File: config.mk
export PLATFORM = sky130hd
export DESIGN_NAME = spi_sclk_gen
export DESIGN_NICKNAME = d
export VERILOG_FILES = /design/src/rtl/spi_sclk_pkg.sv /design/src/rtl/spi_sclk_cfg_calc.sv /design/src/rtl/spi_phase_timer.sv /design/src/rtl/spi_sclk_seq.sv /design/src/rtl/spi_sclk_gen.sv
export SDC_FILE = /design/constraint.sdc
export NUM_CORES = 1
export LEC_CHECK = 0
export CORE_AREA = 2 2 85 87
export CTS_CLUSTER_SIZE = 24
export DETAILED_ROUTE_END_ITERATION = 8
export DIE_AREA = 0 0 87 89
export HOLD_SLACK_MARGIN = 0.03
export PLACE_DENSITY = 0.85
export RECOVER_POWER = 25
export SLEW_MARGIN = 20
export SYNTH_ARGS = -nofsm -noshare
export SYNTH_HDL_FRONTEND = slang
export SYNTH_SLANG_ARGS = --single-unit
File: constraint.sdc
create_clock -name clk -period 2.5 [get_ports clk]
set_input_delay 0.375 -clock clk [delete_from_list [all_inputs] [get_ports clk]]
set_output_delay 0.375 -clock clk [all_outputs]
set_load 0.03 [all_outputs]
File: src/rtl/spi_sclk_pkg.sv
package spi_sclk_pkg;

    localparam int DIV_W    = 8;
    localparam int DLY_W    = 8;
    localparam int PRE_LOG2 = 5;
    localparam int CNT_W    = DLY_W + PRE_LOG2;
    localparam int BITS_W   = 5;
    localparam int MIN_BITS = 8;
    localparam int MAX_BITS = 16;

    typedef enum logic [1:0] {
        PH_IDLE  = 2'd0,
        PH_SETUP = 2'd1,
        PH_HIGH  = 2'd2,
        PH_LOW   = 2'd3
    } phase_e;

    typedef struct packed {
        logic [CNT_W-1:0]  hi_len;
        logic [CNT_W-1:0]  lo_len;
        logic [CNT_W-1:0]  setup_len;
        logic [BITS_W-1:0] nbits;
    } xfer_cfg_t;

    function automatic logic [CNT_W-1:0] at_least_one(input logic [CNT_W-1:0] v);
        return (v == '0) ? CNT_W'(1) : v;
    endfunction

    function automatic logic [CNT_W-1:0] calc_hi(input logic [DIV_W-1:0] div,
                                                 input logic fixed);
        logic [CNT_W-1:0] d;
        d = CNT_W'(div);
        if (fixed) return d << (PRE_LOG2 - 1);
        return at_least_one((d + CNT_W'(1)) >> 1);
    endfunction

    function automatic logic [CNT_W-1:0] calc_lo(input logic [DIV_W-1:0] div,
                                                 input logic fixed);
        logic [CNT_W-1:0] d;
        d = CNT_W'(div);
        if (fixed) return d << (PRE_LOG2 - 1);
        return at_least_one(d >> 1);
    endfunction

    function automatic logic [BITS_W-1:0] clamp_bits(input logic [BITS_W-1:0] b);
        if (b < BITS_W'(MIN_BITS)) return BITS_W'(MIN_BITS);
        if (b > BITS_W'(MAX_BITS)) return BITS_W'(MAX_BITS);
        return b;
    endfunction

endpackage

File: src/rtl/spi_sclk_cfg_calc.sv
module spi_sclk_cfg_calc
    import spi_sclk_pkg::*;
#(
    parameter int DIV_WIDTH  = DIV_W,
    parameter int DLY_WIDTH  = DLY_W,
    parameter int BITS_WIDTH = BITS_W
) (
    input  logic [DIV_WIDTH-1:0]  div_i,
    input  logic [DLY_WIDTH-1:0]  dly_i,
    input  logic                  fixed_i,
    input  logic [BITS_WIDTH-1:0] bits_i,
    output xfer_cfg_t             cfg_o,
    output logic                  div_zero_o
);

    logic [CNT_W-1:0] hi_len;
    logic [CNT_W-1:0] lo_len;
    logic [CNT_W-1:0] dly_scaled;

    always_comb begin
        hi_len = calc_hi(DIV_W'(div_i), fixed_i);
        lo_len = calc_lo(DIV_W'(div_i), fixed_i);
        if (fixed_i) dly_scaled = CNT_W'(dly_i) << PRE_LOG2;
        else         dly_scaled = CNT_W'(dly_i);
    end

    always_comb begin
        cfg_o.hi_len    = hi_len;
        cfg_o.lo_len    = lo_len;
        cfg_o.setup_len = (dly_i == '0) ? hi_len : dly_scaled;
        cfg_o.nbits     = clamp_bits(BITS_W'(bits_i));
        div_zero_o      = (div_i == '0);
    end

endmodule

File: src/rtl/spi_phase_timer.sv
module spi_phase_timer #(
    parameter int W = 13
) (
    input  logic         clk,
    input  logic         rst,
    input  logic         load_i,
    input  logic [W-1:0] load_val_i,
    output logic         expired_o
);

    logic [W-1:0] remain_q;

    always_ff @(posedge clk) begin
        if (rst)               remain_q <= '0;
        else if (load_i)       remain_q <= load_val_i;
        else if (remain_q != '0) remain_q <= remain_q - W'(1);
    end

    assign expired_o = (remain_q == '0);

endmodule

File: src/rtl/spi_sclk_seq.sv
module spi_sclk_seq
    import spi_sclk_pkg::*;
(
    input  logic             clk,
    input  logic             rst,
    input  logic             start_i,
    input  xfer_cfg_t        cfg_i,
    input  logic             div_zero_i,
    input  logic             expired_i,
    output logic             load_o,
    output logic [CNT_W-1:0] load_val_o,
    output logic             cs_n_o,
    output logic             sclk_o,
    output logic             lead_o,
    output logic             trail_o,
    output logic             done_o,
    output logic             err_o,
    output logic             busy_o
);

    phase_e            phase_q;
    xfer_cfg_t         cfg_q;
    logic [BITS_W-1:0] bits_left_q;
    logic              accept;

    assign accept = (phase_q == PH_IDLE) && start_i && !div_zero_i;

    always_comb begin
        load_o     = 1'b0;
        load_val_o = '0;
        unique case (phase_q)
            PH_IDLE: if (accept) begin
                load_o     = 1'b1;
                load_val_o = cfg_i.setup_len - CNT_W'(1);
            end
            PH_SETUP: if (expired_i) begin
                load_o     = 1'b1;
                load_val_o = cfg_q.hi_len - CNT_W'(1);
            end
            PH_HIGH: if (expired_i) begin
                load_o     = 1'b1;
                load_val_o = cfg_q.lo_len - CNT_W'(1);
            end
            PH_LOW: if (expired_i && bits_left_q != '0) begin
                load_o     = 1'b1;
                load_val_o = cfg_q.hi_len - CNT_W'(1);
            end
            default: ;
        endcase
    end

    always_ff @(posedge clk) begin
        if (rst) begin
            phase_q     <= PH_IDLE;
            cfg_q       <= '0;
            bits_left_q <= '0;
            cs_n_o      <= 1'b1;
            sclk_o      <= 1'b0;
            lead_o      <= 1'b0;
            trail_o     <= 1'b0;
            done_o      <= 1'b0;
            err_o       <= 1'b0;
        end else begin
            lead_o  <= 1'b0;
            trail_o <= 1'b0;
            done_o  <= 1'b0;
            err_o   <= 1'b0;
            unique case (phase_q)
                PH_IDLE: begin
                    if (start_i && div_zero_i) begin
                        err_o <= 1'b1;
                    end else if (accept) begin
                        cfg_q       <= cfg_i;
                        bits_left_q <= cfg_i.nbits;
                        cs_n_o      <= 1'b0;
                        phase_q     <= PH_SETUP;
                    end
                end
                PH_SETUP: if (expired_i) begin
                    sclk_o  <= 1'b1;
                    lead_o  <= 1'b1;
                    phase_q <= PH_HIGH;
                end
                PH_HIGH: if (expired_i) begin
                    sclk_o      <= 1'b0;
                    trail_o     <= 1'b1;
                    bits_left_q <= bits_left_q - BITS_W'(1);
                    phase_q     <= PH_LOW;
                end
                PH_LOW: if (expired_i) begin
                    if (bits_left_q == '0) begin
                        cs_n_o  <= 1'b1;
                        done_o  <= 1'b1;
                        phase_q <= PH_IDLE;
                    end else begin
                        sclk_o  <= 1'b1;
                        lead_o  <= 1'b1;
                        phase_q <= PH_HIGH;
                    end
                end
                default: phase_q <= PH_IDLE;
            endcase
        end
    end

    assign busy_o = (phase_q != PH_IDLE);

endmodule

File: src/rtl/spi_sclk_gen.sv
module spi_sclk_gen
    import spi_sclk_pkg::*;
#(
    parameter int DIV_WIDTH  = DIV_W,
    parameter int DLY_WIDTH  = DLY_W,
    parameter int BITS_WIDTH = BITS_W
) (
    input  logic                  clk,
    input  logic                  rst,
    input  logic                  start_i,
    input  logic [DIV_WIDTH-1:0]  baud_div_i,
    input  logic [DLY_WIDTH-1:0]  setup_dly_i,
    input  logic                  fixed_div_i,
    input  logic [BITS_WIDTH-1:0] bit_count_i,
    output logic                  cs_n_o,
    output logic                  sclk_o,
    output logic                  lead_stb_o,
    output logic                  trail_stb_o,
    output logic                  busy_o,
    output logic                  done_o,
    output logic                  err_o
);

    xfer_cfg_t        cfg_now;
    logic             div_zero;
    logic             tmr_load;
    logic [CNT_W-1:0] tmr_val;
    logic             tmr_expired;

    spi_sclk_cfg_calc #(
        .DIV_WIDTH (DIV_WIDTH),
        .DLY_WIDTH (DLY_WIDTH),
        .BITS_WIDTH(BITS_WIDTH)
    ) u_calc (
        .div_i     (baud_div_i),
        .dly_i     (setup_dly_i),
        .fixed_i   (fixed_div_i),
        .bits_i    (bit_count_i),
        .cfg_o     (cfg_now),
        .div_zero_o(div_zero)
    );

    spi_phase_timer #(.W(CNT_W)) u_timer (
        .clk       (clk),
        .rst       (rst),
        .load_i    (tmr_load),
        .load_val_i(tmr_val),
        .expired_o (tmr_expired)
    );

    spi_sclk_seq u_seq (
        .clk       (clk),
        .rst       (rst),
        .start_i   (start_i),
        .cfg_i     (cfg_now),
        .div_zero_i(div_zero),
        .expired_i (tmr_expired),
        .load_o    (tmr_load),
        .load_val_o(tmr_val),
        .cs_n_o    (cs_n_o),
        .sclk_o    (sclk_o),
        .lead_o    (lead_stb_o),
        .trail_o   (trail_stb_o),
        .done_o    (done_o),
        .err_o     (err_o),
        .busy_o    (busy_o)
    );

endmodule

=== After elaboration in Yosys (flattened, before gate mapping) ===
Cells that the tools add are included.

* $add $sub $neg: 6
* $lt $le $gt $ge: 2
* Eq/ne operators: 10
* Mux-type cells: 52
* Bitwise operators: 5
* Reductions and logical operators: 28

{| class="wikitable"
|+ Operators with widths
! operator !! number
|-
| $mux W13 || 11
|-
| $pmux W13 S4 || 1
|-
| $sub A13 B1 Y13 const B || 4
|-
| $logic_not A13 Y1 || 3
|-
| $mux W5 || 7
|-
| $mux W1 || 19
|-
| $logic_not A8 Y1 || 2
|-
| $reduce_and A5 Y1 || 3
|-
| $reduce_bool A13 Y1 || 1
|-
| $mux W12 || 1
|-
| $mux W2 || 6
|-
| $ne A2 B1 Y1 const B || 5
|-
| $pmux W5 S2 || 1
|-
| $add A8 B1 Y9 const B || 1
|-
| $pmux W2 S4 || 1
|-
| $reduce_bool A2 Y1 || 4
|-
| $mux W7 || 1
|-
| $pmux W1 S3 || 2
|-
| $reduce_or A2 Y1 || 3
|-
| $gt A5 B5 Y1 const B || 1
|-
| $logic_not A5 Y1 || 1
|-
| $lt A5 B4 Y1 const B || 1
|-
| $not A1 Y1 || 5
|-
| $reduce_bool A5 Y1 || 1
|-
| other kinds (12) || 18
|}

* Flip-flop bits (word level): 52
* Bits of input ports: 25

=== Longest topological paths before layout ===
Gate-level depths: netlist of run 1.

* Word-level depth: 9
* Mapped depth: 13
* Mapped depth without buffers: 12

=== Modules after synthesis ===
From an unflattened synthesis of run 1, not the netlist that was laid out.

* Cell total of the unflattened synthesis: 542
* Area total of the unflattened synthesis: 4139.0 um^2

{| class="wikitable"
|+ By module, submodules not included
! module !! times used !! cells each !! area an instance (um^2) !! seq. area each (um^2)
|-
| spi_sclk_seq || 1 || 335 || 2623.8 || 780.7
|-
| spi_phase_timer || 1 || 90 || 763.2 || 260.2
|-
| spi_sclk_cfg_calc || 1 || 117 || 752.0 || 0.0
|}

=== Worst setup path before layout of run 1 ===
No wires, ideal clock.

* Path kind: input -> register
* Start point: input port baud_div_i[4]
* End point: register u_timer.remain_q[8]
* Library setup time: 0.095 ns
* Arrival: 2.581 ns
* Required time: 2.405 ns
* Path slack: -0.177 ns
* Stages on the path: 12
* Path buffers: 1
* Cell sequence: buf_2 and4_1 o211ai_1 a2111oi_0 o31ai_1 ha_1 o21ai_0 a31oi_1 o21a_1 nand4_2 xor2_1 a221oi_1

* Longest elaborated chain between the ends: 9
* Elaborated cells on any way between the ends: 16

{| class="wikitable"
|+ Ends and longest elaborated chain
! item !! line !! text
|-
| from (decl) || spi_sclk_gen.sv:11 || <nowiki>input logic [DIV_WIDTH-1:0] baud_div_i,</nowiki>
|-
| $add A8 B1 Y9 || spi_sclk_pkg.sv:34 || <nowiki>return at_least_one((d + CNT_W'(1)) >> 1);</nowiki>
|-
| $logic_not A13 Y1 || spi_sclk_pkg.sv:26 || <nowiki>return (v == '0) ? CNT_W'(1) : v;</nowiki>
|-
| $mux W12 || spi_sclk_pkg.sv:26 ||
|-
| $mux W13 || spi_sclk_pkg.sv:34 ||
|-
| $mux W13 || spi_sclk_cfg_calc.sv:30 || <nowiki>cfg_o.setup_len = (dly_i == '0) ? hi_len : dly_scaled;</nowiki>
|-
| $sub A13 B1 Y13 || spi_sclk_seq.sv:34 || <nowiki>load_val_o = cfg_i.setup_len - CNT_W'(1);</nowiki>
|-
| $mux W13 || spi_sclk_seq.sv:32 || <nowiki>PH_IDLE: if (accept) begin</nowiki>
|-
| $pmux W13 S4 || spi_sclk_seq.sv:31 || <nowiki>unique case (phase_q)</nowiki>
|-
| $mux W13 || spi_phase_timer.sv:15 || <nowiki>else if (load_i) remain_q <= load_val_i;</nowiki>
|-
| to (signal assigned) || spi_phase_timer.sv:15 ||
|-
| to (signal assigned) || spi_phase_timer.sv:16 || <nowiki>else if (remain_q != '0) remain_q <= remain_q - W'(1);</nowiki>
|-
| to (decl) || spi_phase_timer.sv:11 || <nowiki>logic [W-1:0] remain_q;</nowiki>
|}

Parallel ways exist; a longest one is shown, timed or not. The select of a mux whose other input is x is not followed.
A chain may end at the register's enable or synchronous reset.

=== Final worst setup path of run 1 ===
* Start point: input port baud_div_i[0]
* End point: register u_timer.remain_q[8]

Same word-level chain as after synthesis.

==> results.yml, run 1 <==
cells_and_area:
  n_antenna_cell: 0
  final_util: 0.730
  multi_input_area_um2: 2640
  seqCellArea_um2: 921
  area_growth_pct: 37.7
  layout-drive-gt1-share: 0.266
  fin_nets: 633
  fill_cells: 507
yosys:
  synth-seq-cells: 46
  netlist.area_leader.share: 0.259
  syn-cell-area_um2: 3560
  synth_cell_type_count: 69
  ys_async_sr_fraction: 0
  synth_area_leaders: "dfxtp_1 (26%), a21oi_1 (6.2%), nand2_1 (5.2%)"
  muxShareOfSynthArea: 0.0200
  syn_inst: 487
  yosysSeqAreaShare: 0.259
  yosys.area.top_type: "dfxtp_1"
  synth_compound_area_frac: 0.261
  synth_warnings: 0
  synth_adder_area_share: 0.0421
  synth.avg_cell_area_um2: 7.31
  synth_edf_count: 0
  synth_common_cells: "nand2_1 (49), nor2_1 (48), dfxtp_1 (46), a21oi_1 (44), o21ai_0 (23)"
  synthesis.nets: 524
  synth_top_family_by_area: "simple AND/OR/NAND/NOR gates"
  synth_ff_type: "dfxtp_1"
  yosys.area_share.xor_xnor: 0.0615
  yosysMostFrequentCell: "nand2_1"
  yosys.area_share.simple: 0.301
drt:
  drt_pre_antenna_iters: 5
  wl_per_cell_um: 18.2
  drtIter0Drc: 409
  routed_via_density: 6.43
  ant_nets: 0
  drc: 0
  vias: 4356
  wl_um: 12300
die:
  die_x_um: 87
  num_rows: 30
  die-area_um2: 7740
  core_um2: 6720
  die_h_um: 89
  ioPinCount: 32
  start_util: 0.530
setup_path:
  crit_chain: "buf_8, and4_4, o211ai_1, a2111oi_4, o31ai_4, ha_2, o21ai_2, a31oi_1, o21a_1, nand4_2, buf_6, xor2_1, a221oi_1"
  cpLargestDelayFamily: "compound AO/OA/AOI/OAI gates"
  crit_cells: 13
  crit_path_start_kind: "input port"
  arrival_ns: 2.68
  startpoint: "baud_div_i[0]"
  reg2regPathDepth: 9
  cp_slowest_cell: "o211ai_1"
  cp_data_required_time_ns: 2.72
  worst-r2r-setup-slack_ns: 0.11
  critPathKind: "in2reg"
  regToRegStartpoint: "u_seq.bits_left_q[0]$_SDFFE_PP0P_"
  cpPeakStageDelay_ns: 0.27
  crit_fanout: 4
  worstSetupEndpointType: "flip-flop"
  rr_endpoint: "u_timer.remain_q[0]$_SDFFE_PP0P_"
  crit_buf_inv: 2
  crit_end: "u_timer.remain_q[8]$_SDFFE_PP0P_"
clock_network:
  worstSkewPairLatency_ns: 0.30
  htree_levels: 2
  cts_hold_buf: 0
  cts_buffer_depth: 2
  cts_tree: "built"
  path_clk_slew_ns: 0.09
  root_buffer: "clkbuf_8"
  cts_buffers: 5
  cts_sinks: 46
timing:
  grt_setup_unrepaired: "true"
  finalMaxSlewViolations: 0
  slew_headroom: 0.497
  hold_violations: 0
  min_period_ns: 2.46
  setup_tns_ns: 0
  timing.final.crit_share: 0.986
  setup-violations-final: 0
  tightest_slew_ns: 0.753
  timing.fmax_ghz: 0.406
  finalWorstSetupSlack_ns: 0.0351
  skew_ns: 0.0139
  holdWs_ns: 0.487
placed_design:
  place_ws_ns: -0.815
  gp_congestion: 0.968
  hpwl_um: 8930
  port_buffers: 31
job:
  cap_violations: 0
power:
  power.total_mw: 4.02
  p_per_area_nw_per_um2: 819
  ir_drop_mv: 0.520
  p_leak_nw: 2.03
global_route:
  antenna_found_initial: 0
  grt_max_degree: 21
  grt-ovfl-total: 0
  grt_first_pass_wirelength_um: 19200
  grt_pass1_vias: 3988
  grt_util_all_layers: 0.313
run_status:
  run_status: "completed"
hold_path:
  hold_class: "reg2reg"
[cell families after synthesis]
family,after synthesis
buffers and inverters,48
multiplexers,7
flip-flops,46
adder cells (fa/ha/maj),12
AND/OR/NAND/NOR,207
XOR/XNOR,25
AO/OA/AOI/OAI,142
[metal layers]
metal / GRT usage / part of all wire / up-vias
met5: 0 / 0 / -
met4: 0.104 / 0.039 / 0
met3: 0.0480 / 0.085 / 59
met2: 0.530 / 0.48 / 258
met1: 0.409 / 0.40 / 2023
li1: - / - / 2016
[worst min-delay path by stage]
stage,slack (ns),end,cells past startpoint,startpoint
6_report,0.49,u_seq.cfg_q[41]$_SDFFE_PP0P_,2,u_seq.cfg_q[41]$_SDFFE_PP0P_
3_5_place_dp,0.47,u_seq.cfg_q[41]$_SDFFE_PP0P_,2,u_seq.cfg_q[41]$_SDFFE_PP0P_
4_1_cts,0.48,u_seq.cfg_q[41]$_SDFFE_PP0P_,2,u_seq.cfg_q[41]$_SDFFE_PP0P_
5_1_grt,0.53,u_seq.cfg_q[31]$_SDFFE_PP0P_,2,u_seq.cfg_q[31]$_SDFFE_PP0P_
2_1_floorplan,0.44,u_seq.cfg_q[41]$_SDFFE_PP0P_,2,u_seq.cfg_q[41]$_SDFFE_PP0P_
3_3_place_gp,0.47,u_seq.cfg_q[41]$_SDFFE_PP0P_,2,u_seq.cfg_q[41]$_SDFFE_PP0P_
[through the flow]
stage / area, um^2 / instances
after floorplan: 3590 / 487
after global placement: 4540 / 659
after detailed placement: 4540 / 659
after CTS: 4750 / 671
after global routing: 4910 / 677
final: 4910 / 677
[timing repair]
item                                    in CTS  in global routing
buffers inserted                             4                  6
resized for setup                           54                 33
pin swaps                                   18                 13
endpoints found under the setup margin      12                 15
[where the power goes]
group / leakage, nW / internal [mW] / switching, mW / total [mW]
Clock: 0.0452 / 0.198 / 0.256 / 0.454
Sequential: 0.378 / 0.914 / 0.197 / 1.11
Combinational: 1.61 / 1.10 / 1.36 / 2.45
[area by class of cell]
cell class | count | area share
Clock buffer | 6 | 0.0148
Clock inverter | 2 | 0.00281
Inverter | 21 | 0.0161
Multi-Input combinational cell | 393 | 0.537
Sequential cell | 46 | 0.188
Tap cell | 80 | 0.0204
Timing Repair Buffer | 129 | 0.221
[registers in the layout, summed over array words and instances, names as in the netlist, 2 cells and up]
signal and cells:
u_timer.remain_q 13, u_seq.phase_q 2, u_seq.cfg_q 20, u_seq.bits_left_q 5
[cells in the final DEF, fill, tap and decap left out, types with 15 or more instances in the layout]
cell type,Yosys,layout
xnor2_1,15,15
nor2_1,48,44
nand3_1,22,22
nor3_1,20,16
buf_4,2,90
dfxtp_1,46,46
a21oi_1,44,40
inv_1,20,19
o21ai_0,23,22
nand2_1,49,48
[worst min-delay path, delay by kind of cell, from the launching register on]
| family | cells | cell delay, ns |
|---|---|---|
| AO/OA/AOI/OAI | 1 | 0.05 |
| AND/OR/NAND/NOR | 1 | 0.06 |
| flip-flops | 1 | 0.34 |
Note: power is estimated with default switching activity, not from simulation.
==> inputs of run 2 (changes only) <==
--- a/config.mk
+++ b/config.mk
@@ -5,14 +5,15 @@
 export SDC_FILE = /design/constraint.sdc
 export NUM_CORES = 1
 export LEC_CHECK = 0
-export CORE_AREA = 2 2 85 87
+export CORE_AREA = 2 2 91 93
 export CTS_CLUSTER_SIZE = 24
 export DETAILED_ROUTE_END_ITERATION = 8
-export DIE_AREA = 0 0 87 89
+export DIE_AREA = 0 0 93 95
 export HOLD_SLACK_MARGIN = 0.03
 export PLACE_DENSITY = 0.85
 export RECOVER_POWER = 25
 export SLEW_MARGIN = 20
 export SYNTH_ARGS = -nofsm -noshare
 export SYNTH_HDL_FRONTEND = slang
+export SYNTH_HIERARCHICAL = 1
 export SYNTH_SLANG_ARGS = --single-unit
==> results.yml, run 2 <==
yosys:
  ys_async_sr_fraction: 0
  syn_inst: 542
  synth_common_cells: "nand2_1 (74), a21oi_1 (53), dfxtp_1 (52), nor2_1 (27)"
  yosys.area.top_type: "dfxtp_1"
  synth_cell_type_count: 80
  synth_area_leaders: "dfxtp_1 (25%), nand2_1 (6.7%), a21oi_1 (6.4%)"
  synth_edf_count: 0
  synth.avg_cell_area_um2: 7.64
  yosysSeqAreaShare: 0.252
  synth_ff_type: "dfxtp_1"
  yosysMostFrequentCell: "nand2_1"
  netlist.area_leader.share: 0.252
  synth_warnings: 6
  syn-cell-area_um2: 4140
  synth-seq-cells: 52
timing:
  slew_headroom: 0.550
  timing.final.crit_share: 1.10
  setup_tns_ns: -1.83
  skew_ns: 0.00968
  finalMaxSlewViolations: 0
  hold_violations: 0
  min_period_ns: 2.75
  grt_setup_unrepaired: "true"
  finalWorstSetupSlack_ns: -0.249
  tightest_slew_ns: 0.675
  setup-violations-final: 13
  timing.fmax_ghz: 0.364
global_route:
  grt_first_pass_wirelength_um: 20100
  grt_pass1_vias: 4311
  antenna_found_initial: 0
  grt_max_degree: 31
  grt_util_all_layers: 0.284
  grt-ovfl-total: 0
drt:
  drt_pre_antenna_iters: 6
  routed_via_density: 6.05
  wl_per_cell_um: 17.3
  drc: 0
  drtIter0Drc: 473
  ant_nets: 0
  vias: 4557
  wl_um: 13100
die:
  die_h_um: 95
  die-area_um2: 8840
  start_util: 0.522
  core_um2: 7930
  num_rows: 33
  ioPinCount: 32
  die_x_um: 93
setup_path:
  crit_path_start_kind: "input port"
  critPathKind: "in2reg"
  crit_chain: "buf_8, ha_4, buf_4, nand3_1, xor2_2, nor3_4, o21ba_1, or4_4, buf_12, nor4_4, xnor2_2, o211ai_2, nand2_1, o32ai_2"
  cp_data_required_time_ns: 2.70
  arrival_ns: 2.95
  cpPeakStageDelay_ns: 0.59
  worstSetupEndpointType: "flip-flop"
  crit_buf_inv: 3
  cp_slowest_cell: "or4_4"
  cpLargestDelayFamily: "simple AND/OR/NAND/NOR gates"
  crit_fanout: 5
cells_and_area:
  largest_reg_flops: 26
  n_antenna_cell: 0
  finalNonFillerCells: 753
  layout-drive-gt1-share: 0.343
  fin_nets: 685
  final_common_cell: "buf_4"
  area_growth_pct: 36.6
  final_cell_mix: "buf_4 (103), nand2_1 (71), dfxtp_1 (52)"
  reg.largest.list: "u_seq/cfg_q x26, u_timer/remain_q x13, u_seq/bits_left_q x5"
  regMostFlops: "u_seq/cfg_q"
placed_design:
  port_buffers: 31
  hpwl_um: 9430
  gp_congestion: 0.971
  dpl.cell_count: 725
job:
  cap_violations: 0
power:
  ir_drop_mv: 0.431
  p_leak_nw: 2.25
  p_per_area_nw_per_um2: 868
run_status:
  run_status: "finished with violations"
  violations: "setup timing"
clock_network:
  cts_buffers: 5
  root_buffer: "clkbuf_8"
  path_clk_slew_ns: 0.09
  worstSkewPairLatency_ns: 0.32
  cts_sinks: 52
  cts_hold_buf: 0
  cts_tree: "built"
  cts_buffer_depth: 2
  htree_levels: 2
hold_path:
  hold_class: "reg2reg"
## run 2: changes by cell type in the layout (fill, tap and decap cells not counted), moves of 6 or more
| cell | previous run | this run |
|---|---|---|
| nand2_1 | 48 | 71 |
| nand3_1 | 22 | 2 |
| nor2_1 | 44 | 24 |
| o21ai_0 | 22 | 8 |
| buf_4 | 90 | 103 |
| nor2b_1 | 4 | 12 |
| and2_1 | 4 | 11 |
| a21oi_1 | 40 | 46 |
| dfxtp_1 | 46 | 52 |
## run 2: worst paths after layout
check             cells past startpoint                                 to                             start  slack [ns]
setup / recovery                     14  u_timer/remain_q[10]$_SDFFE_PP0P_                     baud_div_i[0]       -0.25
hold / removal                        2       u_seq/cfg_q[43]$_SDFFE_PP0P_      u_seq/cfg_q[43]$_SDFFE_PP0P_        0.48
setup reg to reg                     11   u_timer/remain_q[9]$_SDFFE_PP0P_  u_timer/remain_q[0]$_SDFFE_PP0P_        0.05
hold reg to reg                       2       u_seq/cfg_q[43]$_SDFFE_PP0P_      u_seq/cfg_q[43]$_SDFFE_PP0P_        0.48
## run 2: logic make-up (layout without fill, tap and decap cells)
kind of cell | Yosys count | count (layout) | share of synthesized area
buffers and inverters | 69 | 174 | 0.0795
adders and majority gates | 13 | 13 | 0.0393
AOI/OAI and AO/OA | 147 | 147 | 0.236
other | 1 | 2 | 0.000906
muxes | 8 | 8 | 0.0203
xor gates and xnor gates | 30 | 30 | 0.0635
DFF | 52 | 52 | 0.252
and+or+nand+nor | 222 | 222 | 0.309
## run 2: report_power, final
| part | leakage, nW | switching, mW | internal, mW |
|---|---|---|---|
| clock network | 0.0445 | 0.283 | 0.225 |
| registers | 0.426 | 0.197 | 1.03 |
| logic | 1.78 | 1.72 | 1.45 |
## run 2: metrics by stage
step                      power (mW)  setup WS (ns)  instance area, um^2  utilization  hold slack (ns)
after CTS                       4.70         -0.269                 5410        0.683            0.484
after global routing            5.21         -0.374                 5650        0.713            0.496
after floorplan                 3.15         -0.303                 4270            -            0.445
after detailed placement        4.06          -1.11                 5140        0.648            0.470
final                           4.91         -0.249                 5650        0.713            0.484
after global placement          3.93         -0.910                 5140        0.648            0.460
## run 2: area by class of cell
class                   instances  area [um^2]
clock buffers                   7         86.3
clock inverters                 1         7.51
fillers                       575         2270
multi-input cells             422         3140
well taps                     105          131
inverters                      25         93.8
repair buffers                141         1160
flip-flops and latches         52         1040
## run 2: repair_timing
action                     4_1_cts  5_1_grt
pin swaps                       26       39
setup endpoints to repair       19       14
gates resized for setup         74       50
buffers inserted                11        9
## run 2: tightest hold or removal path: stages, from the launching register on
cell and delay [ns]:
dfxtp_1 0.33, nand2_1 0.06, a21oi_1 0.05
## run 2: per-layer routing
metal,track usage,vias to the layer above,part of all wire
met5,0,-,0
met4,0.146,0,0.046
met3,0.0351,59,0.055
met2,0.487,191,0.50
met1,0.350,2158,0.40
li1,-,2149,-
==> inputs of run 3 (changes only) <==
--- a/config.mk
+++ b/config.mk
@@ -5,10 +5,12 @@
 export SDC_FILE = /design/constraint.sdc
 export NUM_CORES = 1
 export LEC_CHECK = 0
+export CAP_MARGIN = 30
 export CORE_AREA = 2 2 91 93
 export CTS_CLUSTER_SIZE = 24
 export DETAILED_ROUTE_END_ITERATION = 8
 export DIE_AREA = 0 0 93 95
+export GPL_TIMING_DRIVEN = 0
 export HOLD_SLACK_MARGIN = 0.03
 export PLACE_DENSITY = 0.85
 export RECOVER_POWER = 25
==> results.yml, run 3 (synthesis gave the netlist of run 2 again) <==
global_route:
  grt_pass1_vias: 4184
  grt_first_pass_wirelength_um: 20300
  grt_util_all_layers: 0.287
  grt-ovfl-total: 0
  grt_max_degree: 14
  antenna_found_initial: 0
die:
  ioPinCount: 32
  die_h_um: 95
  die-area_um2: 8840
  start_util: 0.522
  num_rows: 33
  die_x_um: 93
  core_um2: 7930
power:
  clkPwrFrac: 0.094
  p_int_mw: 2.55
  power.total_mw: 4.73
  p_switching_mw: 2.18
  p_leak_nw: 2.06
  switching_share: 0.461
  ir_drop_mv: 0.455
  p_per_area_nw_per_um2: 868
  seqPwrFrac: 0.263
  combPwrFrac: 0.643
timing:
  holdWs_ns: 0.488
  grt_setup_unrepaired: "true"
  setup_tns_ns: -2.40
  timing.fmax_ghz: 0.359
  slew_headroom: 0.609
  skew_ns: 0.0146
  min_period_ns: 2.78
  setup-violations-final: 17
  finalMaxSlewViolations: 0
  finalWorstSetupSlack_ns: -0.284
  tightest_slew_ns: 0.586
  timing.final.crit_share: 1.11
  hold_violations: 0
clock_network:
  root_buffer: "clkbuf_8"
  htree_levels: 2
  cts_sinks: 52
  cts_buffer_depth: 2
  cts_buffers: 5
  cts_tree: "built"
  cts_hold_buf: 0
  path_clk_slew_ns: 0.09
  worstSkewPairLatency_ns: 0.31
drt:
  ant_nets: 0
  routed_via_density: 6.22
  wl_per_cell_um: 18.0
  drt_pre_antenna_iters: 6
  drc: 0
  vias: 4497
  wl_um: 13000
  drtIter0Drc: 483
placed_design:
  gp_congestion: 0.948
  hpwl_um: 8680
  dpl.cell_count: 674
  place_area_um2: 4660
  port_buffers: 26
  place_ws_ns: -1.36
setup_path:
  arrival_ns: 2.95
  crit_path_start_kind: "input port"
  cp_data_required_time_ns: 2.66
  worstSetupEndpointType: "flip-flop"
  crit_fanout: 6
  critPathKind: "in2reg"
cells_and_area:
  n_antenna_cell: 0
  fin_area_um2: 5450
  final_cell_mix: "nand2_1 (71), dfxtp_1 (50), buf_4 (49)"
  fin_nets: 658
  final_common_cell: "nand2_1"
  finalNonFillerCells: 723
  layout-drive-gt1-share: 0.304
  area_growth_pct: 31.7
  regMostFlops: "u_seq/cfg_q"
  reg.largest.list: "u_seq/cfg_q x26, u_timer/remain_q x13, u_seq/bits_left_q x5"
  largest_reg_flops: 26
  final_util: 0.687
  fill_cells: 592
run_status:
  run_status: "finished with violations"
  violations: "setup timing"
hold_path:
  hold_class: "reg2reg"
job:
  cap_violations: 0
run 3: cell types whose count changed in the layout (fill, tap and decap cells not counted), sizes merged:
cell,delta
clkinvlp,-1
dlygate4sd2,+3
buf,-47
clkbuf,+18
clkdlybuf4s50,-1
dlymetal6s2s,-1
clkdlybuf4s15,-1
run 3: final timing paths:
kind                                         start                                end  slack (ns)  cells past startpoint
setup / recovery                    setup_dly_i[2]  u_timer/remain_q[12]$_SDFFE_PP0P_       -0.28                     13
hold / removal        u_seq/cfg_q[37]$_SDFFE_PP0P_       u_seq/cfg_q[37]$_SDFFE_PP0P_        0.49                      2
setup reg to reg  u_timer/remain_q[0]$_SDFFE_PP0P_   u_timer/remain_q[9]$_SDFFE_PP0P_       -0.21                     11
hold reg to reg       u_seq/cfg_q[37]$_SDFFE_PP0P_       u_seq/cfg_q[37]$_SDFFE_PP0P_        0.49                      2
run 3: final cells by class:
cell class	count	area (um^2)	share of cell area
well taps	105	131	0.0241
multi-input cells	422	3210	0.589
repair buffers	72	637	0.117
clock buffers	5	68.8	0.0126
plain buffers	42	264	0.0484
flip-flops and latches	52	1040	0.192
inverters	25	93.8	0.0172
run 3: routing by layer:
| metal | wire (um) | vias to the layer above | global-route usage |
|---|---|---|---|
| met3 | 869 | 65 | 0.0439 |
| met5 | 0 | - | 0 |
| met2 | 6310 | 249 | 0.492 |
| met4 | 650 | 0 | 0.116 |
| met1 | 5210 | 2093 | 0.362 |
| li1 | - | 2090 | - |
run 3: timing repair:
item | CTS | global route
pin swaps | 51 | 30
endpoints found under the setup margin | 21 | 21
gates cloned | 0 | 0
gates resized for setup | 103 | 35
buffers inserted | 32 | 15
run 3: worst max-delay path: stages:
cell and delay, ns:
buf_6 0.09, or4_1 0.51, or4_4 0.52, nor2b_4 0.17
nor3_4 0.24, inv_2 0.08, ha_4 0.18, nand2b_4 0.12
nor4_4 0.07, mux2i_1 0.22, o211ai_2 0.14, nor2_2 0.17
a211oi_2 0.05
run 3: power by group through the flow:
stage	clock network, mW	logic, mW	registers [mW]
floorplan	0	1.92	1.22
global placement	0	2.40	1.23
detailed placement	0	2.48	1.24
CTS	0.441	2.74	1.22
global route	0.470	3.29	1.27
finish	0.444	3.04	1.24
